File: config.mk
export PLATFORM = sky130hd
export DESIGN_NAME = startup_sequencer
export DESIGN_NICKNAME = d
export VERILOG_FILES = /design/src/rtl/startup_seq_pkg.sv /design/src/rtl/startup_seq_counter.sv /design/src/rtl/startup_seq_datapath.sv /design/src/rtl/startup_seq_control.sv /design/src/rtl/startup_sequencer.sv
export SDC_FILE = /design/constraint.sdc
export NUM_CORES = 1
export LEC_CHECK = 0
export ABC_AREA = 1
export CELL_PAD_IN_SITES_DETAIL_PLACEMENT = 0
export CELL_PAD_IN_SITES_GLOBAL_PLACEMENT = 1
export CORE_ASPECT_RATIO = 1.1
export CORE_UTILIZATION = 47
export CTS_CLUSTER_SIZE = 25
export DETAILED_ROUTE_END_ITERATION = 10
export PLACE_DENSITY_LB_ADDON = 0.1
export SLEW_MARGIN = 10
export SYNTH_ARGS = -nofsm -noshare
export SYNTH_HDL_FRONTEND = slang
export SYNTH_SLANG_ARGS = --single-unit
File: constraint.sdc
create_clock -name clk -period 2.44 [get_ports clk]
set_clock_uncertainty 0.2 [all_clocks]
set_input_delay 0.488 -clock clk [delete_from_list [all_inputs] [get_ports clk]]
set_output_delay 0.488 -clock clk [all_outputs]
set_load 0.03 [all_outputs]
File: src/rtl/startup_seq_pkg.sv
package startup_seq_pkg;

  typedef enum logic [1:0] {
    ST_POR  = 2'd0,
    ST_SUSP = 2'd1,
    ST_HOLD = 2'd2,
    ST_RUN  = 2'd3
  } seqState_t;

  // strobes from control to datapath
  typedef struct packed {
    logic loadShort;
    logic loadLong;
    logic countEn;
  } seqCtl_t;

  // conditions from datapath to control
  typedef struct packed {
    logic wake;
    logic done;
  } seqSts_t;

endpackage

File: src/rtl/startup_seq_counter.sv
module startup_seq_counter #(
  parameter int TERM = 128
) (
  input  logic clk,
  input  logic pwrGood,
  input  logic load,
  input  logic step,
  output logic atLast
);
  localparam int W = (TERM > 1) ? $clog2(TERM) : 1;
  localparam logic [W-1:0] LAST = W'(TERM - 1);

  logic [W-1:0] cnt;

  always_ff @(posedge clk or negedge pwrGood) begin
    if (!pwrGood)      cnt <= '0;
    else if (load)     cnt <= '0;
    else if (step && cnt != LAST) cnt <= cnt + 1'b1;
  end

  assign atLast = (cnt == LAST);
endmodule

File: src/rtl/startup_seq_datapath.sv
module startup_seq_datapath
  import startup_seq_pkg::*;
#(
  parameter int SHORT_US = 128,
  parameter int LONG_US  = 96000
) (
  input  logic    clk,
  input  logic    pwrGood,
  input  logic    tickUs,
  input  logic    lineDm,
  input  logic    lineDp,
  input  seqCtl_t ctl,
  output seqSts_t sts
);
  // two-deep line history, reset to the idle pattern
  logic newDm, newDp, oldDm, oldDp;
  always_ff @(posedge clk or negedge pwrGood) begin
    if (!pwrGood) begin
      newDm <= 1'b1; newDp <= 1'b0;
      oldDm <= 1'b1; oldDp <= 1'b0;
    end else begin
      newDm <= lineDm; newDp <= lineDp;
      oldDm <= newDm;  oldDp <= newDp;
    end
  end

  logic kTwice, se0Twice;
  assign kTwice   = newDp & ~newDm & oldDp & ~oldDm;
  assign se0Twice = ~newDp & ~newDm & ~oldDp & ~oldDm;

  // which counter is active
  logic selLong;
  always_ff @(posedge clk or negedge pwrGood) begin
    if (!pwrGood)          selLong <= 1'b0;
    else if (ctl.loadLong) selLong <= 1'b1;
    else if (ctl.loadShort) selLong <= 1'b0;
  end

  logic stepShort, stepLong, lastShort, lastLong;
  assign stepShort = ctl.countEn & tickUs & ~selLong;
  assign stepLong  = ctl.countEn & tickUs & selLong;

  startup_seq_counter #(.TERM(SHORT_US)) u_short (
    .clk(clk), .pwrGood(pwrGood), .load(ctl.loadShort),
    .step(stepShort), .atLast(lastShort)
  );

  startup_seq_counter #(.TERM(LONG_US)) u_long (
    .clk(clk), .pwrGood(pwrGood), .load(ctl.loadLong),
    .step(stepLong), .atLast(lastLong)
  );

  assign sts.wake = kTwice | se0Twice;
  assign sts.done = (stepShort & lastShort) | (stepLong & lastLong);
endmodule

File: src/rtl/startup_seq_control.sv
module startup_seq_control
  import startup_seq_pkg::*;
(
  input  logic    clk,
  input  logic    pwrGood,
  input  logic    strapHi,
  input  logic    lineDm,
  input  logic    lineDp,
  input  logic    porStatus,
  input  seqSts_t sts,
  output seqCtl_t ctl,
  output logic    cpuHold,
  output logic    gpioForceIn,
  output logic    suspended
);
  seqState_t state, stateNext;
  logic busIdle, pickLong;

  assign busIdle  = lineDm & ~lineDp;
  assign pickLong = ~strapHi & porStatus;

  always_comb begin
    stateNext = state;
    ctl       = '0;
    unique case (state)
      ST_POR: begin
        if (strapHi && busIdle) stateNext = ST_SUSP;
        else begin
          stateNext     = ST_HOLD;
          ctl.loadLong  = pickLong;
          ctl.loadShort = ~pickLong;
        end
      end
      ST_SUSP: begin
        if (sts.wake) begin
          stateNext     = ST_HOLD;
          ctl.loadLong  = pickLong;
          ctl.loadShort = ~pickLong;
        end
      end
      ST_HOLD: begin
        ctl.countEn = 1'b1;
        if (sts.done) stateNext = ST_RUN;
      end
      default: stateNext = ST_RUN;
    endcase
  end

  always_ff @(posedge clk or negedge pwrGood) begin
    if (!pwrGood) state <= ST_POR;
    else          state <= stateNext;
  end

  assign cpuHold     = (state != ST_RUN);
  assign gpioForceIn = (state == ST_POR);
  assign suspended   = (state == ST_SUSP);
endmodule

File: src/rtl/startup_sequencer.sv
module startup_sequencer
  import startup_seq_pkg::*;
#(
  parameter int SHORT_US = 128,
  parameter int LONG_US  = 96000
) (
  input  logic clk,
  input  logic pwrGood,
  input  logic strapHi,
  input  logic lineDm,
  input  logic lineDp,
  input  logic porStatus,
  input  logic tickUs,
  output logic cpuHold,
  output logic gpioForceIn,
  output logic suspended
);
  seqCtl_t ctl;
  seqSts_t sts;

  startup_seq_control u_ctrl (
    .clk(clk), .pwrGood(pwrGood), .strapHi(strapHi),
    .lineDm(lineDm), .lineDp(lineDp), .porStatus(porStatus),
    .sts(sts), .ctl(ctl), .cpuHold(cpuHold),
    .gpioForceIn(gpioForceIn), .suspended(suspended)
  );

  startup_seq_datapath #(.SHORT_US(SHORT_US), .LONG_US(LONG_US)) u_dp (
    .clk(clk), .pwrGood(pwrGood), .tickUs(tickUs),
    .lineDm(lineDm), .lineDp(lineDp), .ctl(ctl), .sts(sts)
  );
endmodule

==> flow_metrics.env, run 1 <==
export IMPL_drc=0
export IMPL_syn_area_um2=1970
export IMPL_fin_tns_setup_ns=0
export IMPL_die_y_um=69.9
export IMPL_yosys_top_cells_area="dfrtp_1 (37%), nand2_1 (14%), nand3_1 (11%)"
export IMPL_cts_tree="built"
export IMPL_cts_inserted_buffers=5
export IMPL_max_freq_mhz=449
export IMPL_clock_sinks=31
export IMPL_grt_pass1_wl_mm=7.19
export IMPL_postCtsHoldBufs=0
export IMPL_ys_seq_area_frac=0.395
export IMPL_yosysMostFrequentCell="nand2_1"
export IMPL_synth_ff_type="dfrtp_1"
export IMPL_critPathLaunchType="register"
export IMPL_min_path_type="reg -> reg"
export IMPL_via_count=1689
export IMPL_post_cts_buffers=0
export IMPL_fill_cells=412
export IMPL_antenna_found_initial=0
export IMPL_synth_edff_count=0
export IMPL_hold_viol=0
export IMPL_yosysTopAreaCell="dfrtp_1"
export IMPL_die_area_um2=4460
export IMPL_swShare=0.220
export IMPL_clock_path_buffers=2
export IMPL_port_buffers=9
export IMPL_rsz0062_at_grt="false"
export IMPL_synth_top_area_share=0.368
export IMPL_drive_above_1_share=0.0799
export IMPL_yosys_top_cells_count="nand2_1 (71), nand3_1 (45), nor2_1 (37)"
export IMPL_drtAntennaViolNets=0
export IMPL_drt_total_wl_mm=4.08
export IMPL_seq_power_share=0.554
export IMPL_period_share=0.912
export IMPL_areaGrowthSynthToFinish_pct=10.2
export IMPL_p_per_area_nw_per_um2=432
export IMPL_period_needed_ns=2.23
export IMPL_status="complete, no violations"
export IMPL_ys_async_sr_fraction=1.00
export IMPL_viasPerCell=4.97
export IMPL_drt_iter0_markers=98
export IMPL_cpPeakStageDelay_ns=0.67
export IMPL_initial_core_util=0.493
export IMPL_grt_ovfl_total=0
export IMPL_drv_cap=0
export IMPL_htree_levels=2
export IMPL_routedWlPerCell_um=12.0
export IMPL_io_pins=10
export IMPL_diodes=0
export IMPL_grt_max_degree=32
export IMPL_rows=24
export IMPL_synth_cells=274
export IMPL_clkTransAtPathRegs_ns=0.06
export IMPL_die_x_um=63.7
export IMPL_design_core_area_um2=3990
export IMPL_grt_pass1_vias=1570
export IMPL_cp_max_fo=6
export IMPL_setup_viol=0
export IMPL_worstPathArrival_ns=1.54
export IMPL_fin_cells=340
export IMPL_cts_root_buf="clkbuf_8"
export IMPL_yosysWarnings=0
export IMPL_peakVddDrop_v=0.000282
export IMPL_clk_insertion_delay_late_ns=0.28
export IMPL_place_hpwl_mm=2.88
export IMPL_drt_pass1_iter_count=4
export IMPL_ys_ff_latch=31
export IMPL_tightest_slew_ns=0.433
export IMPL_syn_avg_cell_area_um2=7.19
export IMPL_dp_cells=332
export IMPL_critPathRequiredTime_ns=1.75
export IMPL_switchingPower_mw=0.207
export IMPL_power_leakage_nw=1.10
export IMPL_ys_types=32
export IMPL_comb_power_share=0.029
export IMPL_layout_nets=296
export IMPL_slew_violations=0
export IMPL_max_slew_margin=0.710
export IMPL_pwr_share_clk=0.417
export IMPL_synth_nets=283
export IMPL_path_class="reg -> out"
export IMPL_endpoint_kind="output pin"
export IMPL_gp_congestion=0.754
export IMPL_crit_path_top_delay_cell="clkdlybuf4s50_1"
export IMPL_grt_usage=0.210
export IMPL_p_int_mw=0.732
export IMPL_crit_chain="nor2_1 -> clkdlybuf4s50_1"
[critical path: cells and delay by family (launching register included)]
| kind | cells | cell delay, ns |
|---|---|---|
| buffers and inverters | 1 | 0.67 |
| flip-flops | 1 | 0.46 |
| AND/OR/NAND/NOR | 1 | 0.13 |
[worst paths after layout]
kind	endpoint	start	slack (ns)	depth (start not counted)
max	gpioForceIn	u_ctrl.state[1]$_DFFE_PN0P_	0.21	2
min	u_dp.oldDm$_DFF_PN1_	u_dp.newDm$_DFF_PN1_	0.17	0
max reg2reg	u_dp.u_long.cnt[15]$_DFFE_PN0P_	u_dp.u_long.cnt[0]$_DFFE_PN0P_	0.48	8
min reg2reg	u_dp.oldDm$_DFF_PN1_	u_dp.newDm$_DFF_PN1_	0.17	0
max in group asynchronous	u_dp.oldDm$_DFF_PN1_	pwrGood	1.29	2
min in group asynchronous	u_dp.u_long.cnt[7]$_DFFE_PN0P_	pwrGood	0.41	2
[metrics by stage]
stage	power, mW	utilization	hold WS (ns)	instance area [um^2]	setup slack, ns
floorplan	0.534	-	-0.00759	1970	0.771
global placement	0.557	0.524	0.160	2090	0.276
detailed placement	0.558	0.524	0.165	2090	0.265
CTS	0.955	0.544	0.175	2170	0.200
global route	0.979	0.544	0.176	2170	0.146
finish	0.939	0.544	0.172	2170	0.215
[metal layers]
layer | up-vias | GRT usage | share of wire
li1 | 905 | - | -
met1 | 759 | 0.266 | 0.48
met2 | 17 | 0.339 | 0.48
met3 | 8 | 0.0523 | 0.021
met4 | 0 | 0.0833 | 0.018
met5 | - | 0 | 0
[flip-flops by register name, indices dropped and copies added, names as in the netlist]
signal and count:
u_ctrl.state 2, u_dp.u_long.cnt 17, u_dp.newDm 1, u_dp.newDp 1
u_dp.selLong 1, u_dp.oldDp 1, u_dp.u_short.cnt 7, u_dp.oldDm 1
[placed cells by master (no fill, tap or decap), types with 2 or more instances in the layout]
cell             count
inv_1               35
dfstp_2              2
xor2_1               5
o21ai_0              5
inv_2                4
nor2_1              37
o21bai_1             2
nand4_1              8
clkbuf_8             5
clkdlybuf4s50_1      8
ha_1                 2
nand2_1             71
buf_4                2
clkbuf_1             3
a21oi_1              3
nand3b_1             5
nand3_1             45
nand2_4              2
dfrtp_1             29
nor3_1               3
[power by group through the flow]
stage,Combinational [mW],Sequential [mW],Clock [mW]
after floorplan,0.00421,0.529,0
after detailed placement,0.0280,0.530,0
final,0.0268,0.520,0.392
after CTS,0.0281,0.520,0.407
after global routing,0.0310,0.520,0.428
after global placement,0.0278,0.530,0
[cells by family after synthesis]
kind of cell             synth area share
AO/OA/AOI/OAI                      0.0444
buffers and inverters              0.0984
AND/OR/NAND/NOR                     0.423
XOR/XNOR                           0.0267
adder cells (fa/ha/maj)            0.0127
flip-flops                          0.395
[layout make-up]
type                            instances  area (um^2)  area share
Multi-Input combinational cell        199          998       0.460
Inverter                               39          146      0.0674
Sequential cell                        31          778       0.358
Timing Repair Buffer                   11          104      0.0478
Tap cell                               52         65.1      0.0300
Clock buffer                            8         80.1      0.0369
[repair_timing]
action | 4_1_cts | 5_1_grt
resized for setup | 1 | 0
endpoints found under the hold margin | 0 | 0
setup endpoints to repair | 1 | 0
No activity file was read; power rests on OpenSTA's default activity.
==> run 2: changes to the inputs <==
CORE_ASPECT_RATIO = not set   (was 1.1)
==> run 2 against run 1 <==
First-iteration DRC count fell by 20%; worst hold slack got worse by 0.0075 ns; flip-flop and latch count unchanged; register-to-register slack hardly changed; sequential share of layout area shrank 0.14 points; critical endpoint unchanged; largest power group unchanged.
==> flow_metrics.env, run 2 (synthesis gave the netlist of run 1 again) <==
export IMPL_drt_pass1_iter_count=4
export IMPL_drt_iter0_markers=78
export IMPL_rr_worst_depth=8
export IMPL_total_power_mw=0.927
export IMPL_layout_common_cells="nand2_1 (71), nand3_1 (45), nor2_1 (37), inv_1 (35), dfrtp_1 (29)"
export IMPL_place_hpwl_mm=2.82
export IMPL_drv_cap=0
export IMPL_crit_path_end="gpioForceIn"
export IMPL_cts_inserted_buffers=5
export IMPL_grt_ovfl_total=0
export IMPL_peakVddDrop_v=0.000300
export IMPL_clkTransAtPathRegs_ns=0.05
export IMPL_die_area_um2=4460
export IMPL_reg_top3="u_dp.u_long.cnt (17), u_dp.u_short.cnt (7), u_ctrl.state (2)"
export IMPL_hold_ws_ns=0.165
export IMPL_die_y_um=66.8
export IMPL_period_needed_ns=2.23
export IMPL_drt_total_wl_mm=3.95
export IMPL_antenna_found_initial=0
export IMPL_htree_levels=2
export IMPL_min_path_type="reg -> reg"
export IMPL_fin_cells=339
export IMPL_grt_pass1_wl_mm=7.11
export IMPL_grt_pass1_vias=1627
export IMPL_endpoint_kind="output pin"
export IMPL_path_class="reg -> out"
export IMPL_clock_path_buffers=2
export IMPL_critPathLaunchType="register"
export IMPL_initial_core_util=0.493
export IMPL_design_core_area_um2=4000
export IMPL_drc=0
export IMPL_largest_reg_flops=17
export IMPL_worstPathArrival_ns=1.54
export IMPL_fin_tns_setup_ns=0
export IMPL_grt_max_degree=32
export IMPL_reg2reg_from="u_dp.u_long.cnt[0]$_DFFE_PN0P_"
export IMPL_max_slew_margin=0.704
export IMPL_power_leakage_nw=1.11
export IMPL_rrSetupSlack_ns=0.48
export IMPL_io_pins=10
export IMPL_clock_sinks=31
export IMPL_viasPerCell=5.03
export IMPL_status="complete, no violations"
export IMPL_clk_insertion_delay_late_ns=0.28
export IMPL_diodes=0
export IMPL_dp_cells=331
export IMPL_cp_startpoint="u_ctrl.state[1]$_DFFE_PN0P_"
export IMPL_drtAntennaViolNets=0
export IMPL_areaGrowthSynthToFinish_pct=10.7
export IMPL_crit_chain="nor2_1 -> clkdlybuf4s50_1"
export IMPL_r2r_end="u_dp.u_long.cnt[7]$_DFFE_PN0P_"
export IMPL_layout_nets=297
export IMPL_crit_path_top_delay_cell="clkdlybuf4s50_1"
export IMPL_tightest_slew_ns=0.443
export IMPL_slew_violations=0
export IMPL_port_buffers=9
export IMPL_cpPeakStageDelay_ns=0.67
export IMPL_grt_usage=0.212
export IMPL_fill_cells=414
export IMPL_die_x_um=66.8
export IMPL_cp_max_fo=6
export IMPL_max_freq_mhz=448
export IMPL_drive_above_1_share=0.0830
export IMPL_period_share=0.915
export IMPL_critPathRequiredTime_ns=1.75
export IMPL_rows=23
export IMPL_setup_viol=0
export IMPL_via_count=1704
export IMPL_p_per_area_nw_per_um2=425
export IMPL_cts_tree="built"
export IMPL_hold_viol=0
export IMPL_cts_root_buf="clkbuf_8"
export IMPL_gp_congestion=0.801
export IMPL_layout_commonest_cell="nand2_1"
export IMPL_routedWlPerCell_um=11.6
export IMPL_rsz0062_at_grt="false"
export IMPL_fin_util=0.545
export IMPL_regMostFlops="u_dp.u_long.cnt"
export IMPL_post_cts_buffers=0
==> run 2: changes by cell type in the layout (fill, tap and decap cells not counted), sizes merged <==
cell / delta
buf: +1
dlygate4sd2: -1
dlymetal6s2s: +1
==> run 2: worst max-delay path, delay by kind of cell (launching register included) <==
family,cells,cell delay [ns]
DFF,1,0.46
buffers and inverters,1,0.67
and+or+nand+nor,1,0.14
==> run 2: area by class of cell <==
class / count / area, um^2 / area share
inverter: 39 / 146 / 0.0671
multi-input combinational: 199 / 998 / 0.458
sequential: 31 / 778 / 0.357
tap: 50 / 62.6 / 0.0287
clock buffer: 8 / 80.1 / 0.0367
timing repair buffer: 12 / 115 / 0.0528
==> run 2: per-stage QoR <==
step                setup WS [ns]  area (um^2)
floorplan                   0.771         1970
global placement            0.273         2100
detailed placement          0.277         2100
CTS                        0.0384         2180
global route                0.175         2180
finish                      0.208         2180
==> run 2: worst min-delay path by stage <==
stage / end / cells past startpoint / from / slack [ns]
6_report: u_dp.oldDm$_DFF_PN1_ / 0 / u_dp.newDm$_DFF_PN1_ / 0.16
5_1_grt: u_dp.oldDm$_DFF_PN1_ / 0 / u_dp.newDm$_DFF_PN1_ / 0.18
4_1_cts: u_dp.oldDm$_DFF_PN1_ / 0 / u_dp.newDm$_DFF_PN1_ / 0.17
3_5_place_dp: u_dp.oldDm$_DFF_PN1_ / 0 / u_dp.newDm$_DFF_PN1_ / 0.16
3_3_place_gp: u_dp.oldDm$_DFF_PN1_ / 0 / u_dp.newDm$_DFF_PN1_ / 0.16
2_1_floorplan: u_ctrl.state[0]$_DFFE_PN0P_ / 0 / pwrGood / -0.008
==> run 2: repair_timing <==
action                                  in CTS  in global routing
endpoints found under the setup margin       0                  1
gates resized for setup                      0                  1
hold buffers                                 0                  0
==> run 2: report_power, final <==
| part | leakage, nW | switching (mW) | internal (mW) | total [mW] |
|---|---|---|---|---|
| registers | 0.390 | 0.00153 | 0.519 | 0.520 |
| logic | 0.684 | 0.0151 | 0.0113 | 0.0264 |
| clock network | 0.0395 | 0.179 | 0.202 | 0.381 |
==> run 2: layer usage <==
metal	up-vias	global-route usage	wire length, um
li1	902	-	-
met1	775	0.266	1970
met2	21	0.361	1820
met3	6	0.0411	103
met4	0	0.0718	59
met5	-	0	0
==> run 3: changes to the inputs <==
CTS_CLUSTER_DIAMETER = 150   (was not set)
SLEW_MARGIN = not set   (was 10)
==> results of run 3 <==
The final DEF is identical to that of run 2; final timing and power are the same.
